==> src/rtl/lps_pkg.sv <==
package lps_pkg;
  typedef enum logic [1:0] {
    ST_RUN  = 2'd0,
    ST_LP   = 2'd1,
    ST_OFF  = 2'd2,
    ST_WAKE = 2'd3
  } lps_state_e;

  localparam int CFG_W     = 8;
  localparam int B_POL     = 0;
  localparam int B_PM_ARM  = 1;
  localparam int B_LCD_ARM = 3;
  localparam int B_OSC_OFF = 4;

  localparam logic [1:0] MODE_RUN = 2'b00;
  localparam logic [1:0] MODE_LP  = 2'b01;
  localparam logic [1:0] MODE_OFF = 2'b10;
endpackage

==> src/rtl/lps_sync.sv <==
module lps_sync #(
  parameter int W      = 3,
  parameter int STAGES = 2
) (
  input  logic         clk,
  input  logic         rst,
  input  logic [W-1:0] d,
  output logic [W-1:0] rise,
  output logic [W-1:0] fall
);
  for (genvar i = 0; i < W; i++) begin : g_bit
    logic [STAGES-1:0] chain;
    logic              last;
    always_ff @(posedge clk) begin
      if (rst) begin
        chain <= '0;
        last  <= 1'b0;
      end else begin
        chain <= {chain[STAGES-2:0], d[i]};
        last  <= chain[STAGES-1];
      end
    end
    assign rise[i] = chain[STAGES-1] & ~last;
    assign fall[i] = ~chain[STAGES-1] & last;
  end
endmodule

==> src/rtl/lps_cfg.sv <==
module lps_cfg
  import lps_pkg::*;
(
  input  logic             clk,
  input  logic             rst,
  input  logic             wr_en,
  input  logic [CFG_W-1:0] wr_data,
  input  logic             allow_wr,
  input  logic             clr_arms,
  output logic [CFG_W-1:0] rd_data,
  output logic             osc_off,
  output logic             lcd_arm,
  output logic             pm_arm,
  output logic             pm_pol,
  output logic             cfg_err
);
  logic new_arm, bad_osc, bad_pol, do_wr;

  assign new_arm = wr_data[B_LCD_ARM] | wr_data[B_PM_ARM];
  assign bad_osc = wr_data[B_OSC_OFF] & ~new_arm;
  assign bad_pol = new_arm & (wr_data[B_POL] != pm_pol);
  assign do_wr   = wr_en & allow_wr;

  always_ff @(posedge clk) begin
    if (rst) begin
      osc_off <= 1'b0;
      lcd_arm <= 1'b0;
      pm_arm  <= 1'b0;
      pm_pol  <= 1'b0;
      cfg_err <= 1'b0;
    end else begin
      cfg_err <= 1'b0;
      if (do_wr) begin
        if (bad_osc) begin
          cfg_err <= 1'b1;
        end else begin
          osc_off <= wr_data[B_OSC_OFF];
          lcd_arm <= wr_data[B_LCD_ARM];
          pm_arm  <= wr_data[B_PM_ARM];
          if (bad_pol) cfg_err <= 1'b1;
          else         pm_pol  <= wr_data[B_POL];
        end
      end else if (clr_arms) begin
        lcd_arm <= 1'b0;
        pm_arm  <= 1'b0;
      end
    end
  end

  always_comb begin
    rd_data            = '0;
    rd_data[B_OSC_OFF] = osc_off;
    rd_data[B_LCD_ARM] = lcd_arm;
    rd_data[B_PM_ARM]  = pm_arm;
    rd_data[B_POL]     = pm_pol;
  end
endmodule

==> src/rtl/lps_fsm.sv <==
module lps_fsm
  import lps_pkg::*;
#(
  parameter int OSC_TICKS = 2
) (
  input  logic       clk,
  input  logic       rst,
  input  logic [1:0] pin_rise,
  input  logic [1:0] pin_fall,
  input  logic       pm_rise,
  input  logic       pm_fall,
  input  logic       rtc_tick,
  input  logic       lcd_arm,
  input  logic       pm_arm,
  input  logic       pm_pol,
  input  logic       osc_off,
  output lps_state_e state,
  output logic       wake
);
  localparam int CW = $clog2(OSC_TICKS + 1);

  lps_state_e    nxt;
  logic [CW-1:0] tick_cnt;
  logic          pm_evt, exit_evt, enter_evt, last_tick;

  assign pm_evt    = pm_arm & (pm_pol ? pm_fall : pm_rise);
  assign exit_evt  = (|pin_fall) | pm_evt;
  assign enter_evt = (|pin_rise) & (lcd_arm | pm_arm);
  assign last_tick = rtc_tick & osc_off & (tick_cnt == CW'(OSC_TICKS - 1));

  always_comb begin
    nxt  = state;
    wake = 1'b0;
    unique case (state)
      ST_RUN:  if (enter_evt) nxt = ST_LP;
      ST_LP: begin
        if (exit_evt) begin
          nxt  = ST_RUN;
          wake = 1'b1;
        end else if (last_tick) begin
          nxt = ST_OFF;
        end
      end
      ST_OFF:  if (exit_evt) nxt = ST_WAKE;
      ST_WAKE: begin
        nxt  = ST_RUN;
        wake = 1'b1;
      end
    endcase
  end

  always_ff @(posedge clk) begin
    if (rst) begin
      state    <= ST_RUN;
      tick_cnt <= '0;
    end else begin
      state <= nxt;
      if (state != ST_LP)             tick_cnt <= '0;
      else if (rtc_tick && osc_off)   tick_cnt <= tick_cnt + 1'b1;
    end
  end
endmodule

==> src/rtl/lps_ctrl.sv <==
module lps_ctrl
  import lps_pkg::*;
#(
  parameter int OSC_TICKS   = 2,
  parameter int SYNC_STAGES = 2
) (
  input  logic       clk,
  input  logic       rst,
  input  logic       wr_en,
  input  logic [7:0] wr_data,
  output logic [7:0] rd_data,
  input  logic       sel_pin,
  input  logic       req_pin,
  input  logic       pm_in,
  input  logic       rtc_tick,
  output logic       reg_en,
  output logic       osc_en,
  output logic       lcd_lp_en,
  output logic [1:0] mode,
  output logic       cfg_err
);
  logic [2:0] s_rise, s_fall;
  logic       osc_off, lcd_arm, pm_arm, pm_pol, wake;
  lps_state_e state;

  lps_sync #(.W(3), .STAGES(SYNC_STAGES)) u_sync (
    .clk (clk),
    .rst (rst),
    .d   ({pm_in, req_pin, sel_pin}),
    .rise(s_rise),
    .fall(s_fall)
  );

  lps_cfg u_cfg (
    .clk     (clk),
    .rst     (rst),
    .wr_en   (wr_en),
    .wr_data (wr_data),
    .allow_wr(state == ST_RUN),
    .clr_arms(wake),
    .rd_data (rd_data),
    .osc_off (osc_off),
    .lcd_arm (lcd_arm),
    .pm_arm  (pm_arm),
    .pm_pol  (pm_pol),
    .cfg_err (cfg_err)
  );

  lps_fsm #(.OSC_TICKS(OSC_TICKS)) u_fsm (
    .clk     (clk),
    .rst     (rst),
    .pin_rise(s_rise[1:0]),
    .pin_fall(s_fall[1:0]),
    .pm_rise (s_rise[2]),
    .pm_fall (s_fall[2]),
    .rtc_tick(rtc_tick),
    .lcd_arm (lcd_arm),
    .pm_arm  (pm_arm),
    .pm_pol  (pm_pol),
    .osc_off (osc_off),
    .state   (state),
    .wake    (wake)
  );

  assign reg_en    = (state == ST_RUN);
  assign osc_en    = (state != ST_OFF);
  assign lcd_lp_en = (state != ST_RUN) & lcd_arm;
  always_comb begin
    unique case (state)
      ST_RUN:  mode = MODE_RUN;
      ST_OFF:  mode = MODE_OFF;
      default: mode = MODE_LP;
    endcase
  end
endmodule

==> config.mk <==
export PLATFORM = sky130hd
export DESIGN_NAME = lps_ctrl
export DESIGN_NICKNAME = d
export VERILOG_FILES = /design/src/rtl/lps_pkg.sv /design/src/rtl/lps_sync.sv /design/src/rtl/lps_cfg.sv /design/src/rtl/lps_fsm.sv /design/src/rtl/lps_ctrl.sv
export SDC_FILE = /design/constraint.sdc
export NUM_CORES = 1
export LEC_CHECK = 0
export BUFFER_PORTS_ARGS = -buffer_cell sky130_fd_sc_hd__buf_2
export CELL_PAD_IN_SITES_DETAIL_PLACEMENT = 0
export CELL_PAD_IN_SITES_GLOBAL_PLACEMENT = 1
export CORE_MARGIN = 3
export CORE_UTILIZATION = 35
export CTS_CLUSTER_DIAMETER = 40
export DETAILED_ROUTE_END_ITERATION = 10
export PLACE_DENSITY_LB_ADDON = 0.08
export SLEW_MARGIN = 20
export SYNTH_ARGS = -nofsm -noshare
export SYNTH_HDL_FRONTEND = slang
export SYNTH_HIERARCHICAL = 1
export SYNTH_SLANG_ARGS = --single-unit
==> constraint.sdc <==
create_clock -name clk -period 1.8 [get_ports clk]
set_input_delay 0.18 -clock clk [delete_from_list [all_inputs] [get_ports clk]]
set_output_delay 0.18 -clock clk [all_outputs]
set_load 0.02 [all_outputs]
; ---- Word level (Yosys, flattened, before mapping)
; Cells that the tools add are included.
[classes]
add_sub_neg = 1
n_eq_ne = 11
n_mux = 16
bitwise = 27
reduce_logical = 12
[op_table]
columns = cell, n
row1 = 1-bit AND, 14
row2 = 1-bit NOT, 10
row3 = 1-bit two-way mux, 9
row4 = 2-bit two-way mux, 4
row5 = 2-bit one-hot mux with 4 select lines, 1
row6 = 2-bit OR reduction, 4
row7 = 2-bit by 1-bit != test with 1-bit output (second input constant), 3
row8 = 3-bit AND reduction, 2
row9 = 2-bit by 1-bit == test with 1-bit output (second input constant), 2
row10 = 2-bit == test (second input constant), 2
row11 = 2-bit != test (second input constant), 2
row12 = 2-bit one-hot mux with 2 select lines, 1
row13 = 2-bit AND reduction, 2
row14 = 2-bit nonzero test, 2
row15 = 3-bit by 1-bit != test with 1-bit output (second input constant), 1
row16 = 1-bit bitwise OR, 3
row17 = 2-bit by 1-bit adder with 2-bit output (second input constant), 1
row18 = 2-bit zero test, 1
row19 = 1-bit one-hot mux with 2 select lines, 1
row20 = 1-bit logical AND, 1
row21 = 1-bit != test, 1
[totals]
register_bits = 18
inputBits = 15
out_inout_bits = 14
word_cells = 80

; ---- Longest topological paths before layout
[logic_depth]
word_depth = 9
ltp_mapped = 6

; ---- Hierarchy
; The synthesis kept the hierarchy.
[modules_own_cells]
columns = module, instances, cells_per_inst, area_per_inst_um2, seq_area_each_um2
row1 = lps_cfg, 1, 35, 317.8, 100.1
row2 = lps_sync, 1, 24, 274.0, 180.2
row3 = lps_fsm, 1, 27, 234.0, 80.1
row4 = lps_ctrl, 1, 5, 27.5, 0.0

; ---- Worst setup path before layout
; Ideal clock, no wire load.
[synth_timing]
kind = register to register
from = reg u_fsm.state[0]
to = reg u_cfg.pm_pol
t_arrival_ns = 1.470
t_required_ns = 1.728
setup_slack_ns = 0.258
stages_incl_launch_ff = 5
synth_period_minus_slack_ns = 1.542
path_cell_list = dfxtp_1 > nor2_1 > nand2_1 > nor4_2 > mux2i_1
[synth_via]
elab_chain_cells = 3
[synth_rtl]
columns = element, line_no
row1 = from (decl), lps_fsm.sv:17  ; output lps_state_e state,
row2 = from (signal assigned), lps_fsm.sv:57  ; state <= nxt;
row3 = 2-bit zero test, n/a
row4 = named net reg_en, lps_ctrl.sv:16  ; output logic reg_en,
row5 = 1-bit AND, lps_cfg.sv:22  ; assign do_wr = wr_en & allow_wr;
row6 = 3-bit AND reduction (no source line), n/a
row7 = to (signal assigned), lps_cfg.sv:41  ; else pm_pol <= wr_data[B_POL];
row8 = to (decl), lps_cfg.sv:14  ; output logic pm_pol,
; The timed path passes the listed nets, and every way through them passes these cells.
; A chain may end at the register's enable or synchronous reset.

; ---- Worst setup path after layout
[layout_timing]
from = reg u_cfg.pm_pol
to = reg u_cfg.pm_arm
[layout_via]
elab_chain_cells = 7
[layout_rtl]
columns = element, line_no
row1 = 1-bit two-way mux, lps_fsm.sv:26  ; assign pm_evt = pm_arm & (pm_pol ? pm_fall : pm_rise);
row2 = 1-bit AND, lps_fsm.sv:26
row3 = 1-bit bitwise OR, lps_fsm.sv:27  ; assign exit_evt = (|pin_fall) | pm_evt;
row4 = 1-bit two-way mux, lps_fsm.sv:37  ; if (exit_evt) begin
row5 = 1-bit one-hot mux with 2 select lines, lps_fsm.sv:34  ; unique case (state)
row6 = named net wake, lps_ctrl.sv:23  ; logic osc_off, lcd_arm, pm_arm, pm_pol, wake;
row7 = 2-bit nonzero test (no source line), n/a
row8 = 2-bit AND reduction (no source line), n/a
row9 = to (signal assigned), lps_cfg.sv:39  ; pm_arm <= wr_data[B_PM_ARM];
row10 = to (decl), lps_cfg.sv:13  ; output logic pm_arm,
; The timed path passes the listed nets, and every way through them passes these cells.

==> results.yml <==
die:
  core-area_um2: 2250
  io_pins: 29
  row_count: 17
  fp.dieArea_um2: 3070
  die_y_um: 55.4
  start_util: 0.378
  die_x_um: 55.4
cts:
  h-tree-depth: 1
  clockRootBuffer: "clkbuf_4"
  cts_tree: "yes"
  cts_buffer_depth: 2
  clk_pin_slew_ns: 0.11
  clock_latency_ns: 0.30
  cts_inserted_buffers: 3
  cts.sinks: 18
  cts_resized: 0
  post-cts-setup-buffers: 0
  cts_hold_buffers: 0
critical_path:
  startpoint_type: "register"
  cp_max_fo: 4
  crit_path_end: "u_cfg/pm_arm"
  crit_start: "u_cfg/pm_pol"
  r2r-end: "u_cfg/pm_arm"
  r2r_cells: 5
  end_kind: "register"
  cp.arrival_ns: 1.88
  required_ns: 2.03
  reg2reg_from: "u_cfg/pm_pol"
  r2r_slack_ns: 0.15
  worstSetupPathType: "register to register"
placement:
  dp_cells: 134
  dp.final_hpwl_um: 1150
  io_buffer_count: 20
  gp_congestion: 0.645
layout:
  fin_util: 0.435
  finalNonFillerCells: 138
  areaGrowthSynthToFinish_pct: 14.8
  antenna_cells: 0
  nNetsFinal: 127
  multiInputGateArea_um2: 437
  drive_gt1_frac: 0.282
  register_area_um2: 360
  fillCellCount: 253
yosys:
  syn_avg_cell_area_um2: 9.38
  synth_cells: 91
  synth-seq-cells: 18
  yosysSeqAreaShare: 0.422
  synthesis.area_um2: 853
  yosysUniqueCellTypes: 29
  yosysWarnings: 6
global_route:
  gr-total-overflow: 0
  grt_pass1_vias: 598
  antenna_found_initial: 0
  grt_pass1_wl_um: 2650
  grt_max_degree: 20
  grt_util_all_layers: 0.111
drt:
  final_antenna_net_count: 0
  first_iter_violations: 6
  routedWlPerCell_um: 11.4
  vias: 665
  vias_per_cell: 4.82
  wl_um: 1580
  drcViolationCount: 0
  first_pass_iters: 4
power:
  p_sw_frac: 0.258
  vdd_ir_drop_max_mv: 0.442
  leakage_nw: 0.415
  power.share.clock: 0.327
  sequentialPowerShare: 0.549
  power.density_nw_per_um2: 793
  p_switching_uw: 200
  comb_power_share: 0.124
  p_int_uw: 576
run:
  cap_viol_max_count: 0
timing:
  fin_crit_ns: 1.65
  setup_viol: 0
  rsz0062_at_grt: "no"
  fmax_ghz: 0.606
  post-route-period-util: 0.917
  finalHoldViolCount: 0
  finalMaxSlewViolations: 0
  skew_ns: 0.00387
  fin_setup_tns_ns: 0
status:
  status: "finished clean"
hold_path:
  worstHoldPathType: "input pin to register"
## Yosys cell counts
| cell type | count | area share |
|---|---|---|
| a2111oi_0 | 1 | 0.010 |
| a211o_1 | 1 | 0.010 |
| a211oi_2 | 2 | 0.029 |
| a21oi_1 | 3 | 0.018 |
| a31oi_1 | 3 | 0.022 |
| and3_1 | 1 | 0.0073 |
| buf_4 | 8 | 0.070 |
| clkbuf_1 | 1 | 0.0044 |
| conb_1 | 1 | 0.0044 |
| dfxtp_1 | 18 | 0.42 |
| ha_1 | 1 | 0.015 |
| inv_1 | 1 | 0.0044 |
| mux2_4 | 1 | 0.018 |
| mux2i_1 | 1 | 0.012 |
| nand2_1 | 3 | 0.013 |
| nand2b_1 | 4 | 0.029 |
| nand3_1 | 3 | 0.018 |
| nand3b_1 | 2 | 0.018 |
| nand4_1 | 2 | 0.015 |
| nor2_1 | 4 | 0.018 |
| nor2b_1 | 18 | 0.13 |
| nor3_1 | 3 | 0.018 |
| nor3b_2 | 1 | 0.015 |
| nor4_2 | 1 | 0.015 |
| o21a_1 | 2 | 0.018 |
| o21ai_0 | 1 | 0.0059 |
| o22ai_1 | 1 | 0.0073 |
| or3b_4 | 1 | 0.013 |
| xor2_1 | 2 | 0.021 |
## worst min path at each step
stage | end | from | cells after the start | slack [ns]
floorplan | u_cfg/cfg_err | rst | 1 | 0.24
global placement | u_sync/g_bit[0].chain[0] | sel_pin | 2 | 0.39
detailed placement | u_sync/g_bit[1].chain[0] | req_pin | 2 | 0.39
CTS | u_sync/g_bit[2].chain[0] | pm_in | 2 | 0.07
global route | u_sync/g_bit[1].chain[0] | req_pin | 2 | 0.08
finish | u_sync/g_bit[2].chain[0] | pm_in | 2 | 0.09
## per-stage QoR
stage,instance area (µm²),power (mW),setup slack [ns],hold slack (ns)
finish,980,0.777,0.149,0.0852
global route,980,0.822,0.0564,0.0841
CTS,980,0.793,0.146,0.0718
detailed placement,943,0.533,0.186,0.394
global placement,943,0.531,0.184,0.389
floorplan,865,0.505,0.258,0.245
## cell usage in the layout, fill, tap and decap left out, types with 2 or more instances in the layout
master    count
a31oi_1       3
nand2_1       3
nand4_1       2
a21oi_1       3
dfxtp_1      18
a211oi_2      2
o21a_1        2
nand3_1       3
nand3b_1      2
clkbuf_4      3
conb_1        4
nor2b_1      18
xor2_1        2
buf_2        20
nor2_1        4
nand2b_1      4
nor3_1        3
## final cells by class
class                      count  share of cell area
clock buffer                   4              0.0370
timing repair buffer          21               0.110
multi-input combinational     66               0.446
tap                           28              0.0358
sequential                    18               0.368
inverter                       1             0.00383
## layer usage
metal | GRT usage | vias up | part of all wire
met4 | 0.0729 | 0 | 0.020
li1 | - | 343 | -
met3 | 0.0327 | 4 | 0.066
met2 | 0.167 | 21 | 0.46
met1 | 0.134 | 297 | 0.45
met5 | 0 | - | 0
## kinds of logic after synthesis
family,after synthesis,share of synthesized area
buf+inv,10,0.0792
flops,18,0.422
compound gates,14,0.120
other cells,1,0.00439
simple gates,43,0.309
mux,2,0.0293
xor+xnor,2,0.0205
fa+ha+maj,1,0.0147
## registers in the layout, indices dropped and copies added (netlist names), named ones only
register,flops
u_fsm/tick_cnt,2
u_cfg/cfg_err,1
u_fsm/state,1
u_cfg/pm_arm,1
u_cfg/pm_pol,1
u_cfg/osc_off,1
u_sync/g_bit.last,3
u_cfg/lcd_arm,1
u_sync/g_bit.chain,6
## worst max-delay path, cell delays in order (launching register included)
cell      delay, ns
dfxtp_1        0.43
mux2_4         0.33
a211o_1        0.32
o21a_1         0.18
nand3b_1       0.15
a31oi_1        0.17
## power groups by stage
stage	Combinational [mW]	Clock (mW)	Sequential (mW)
after floorplan	0.0716	0	0.434
after global placement	0.0957	0	0.436
after detailed placement	0.0968	0	0.436
after CTS	0.0972	0.269	0.427
after global routing	0.106	0.286	0.430
final	0.0966	0.254	0.426
No activity file was read; power rests on OpenSTA's default activity.
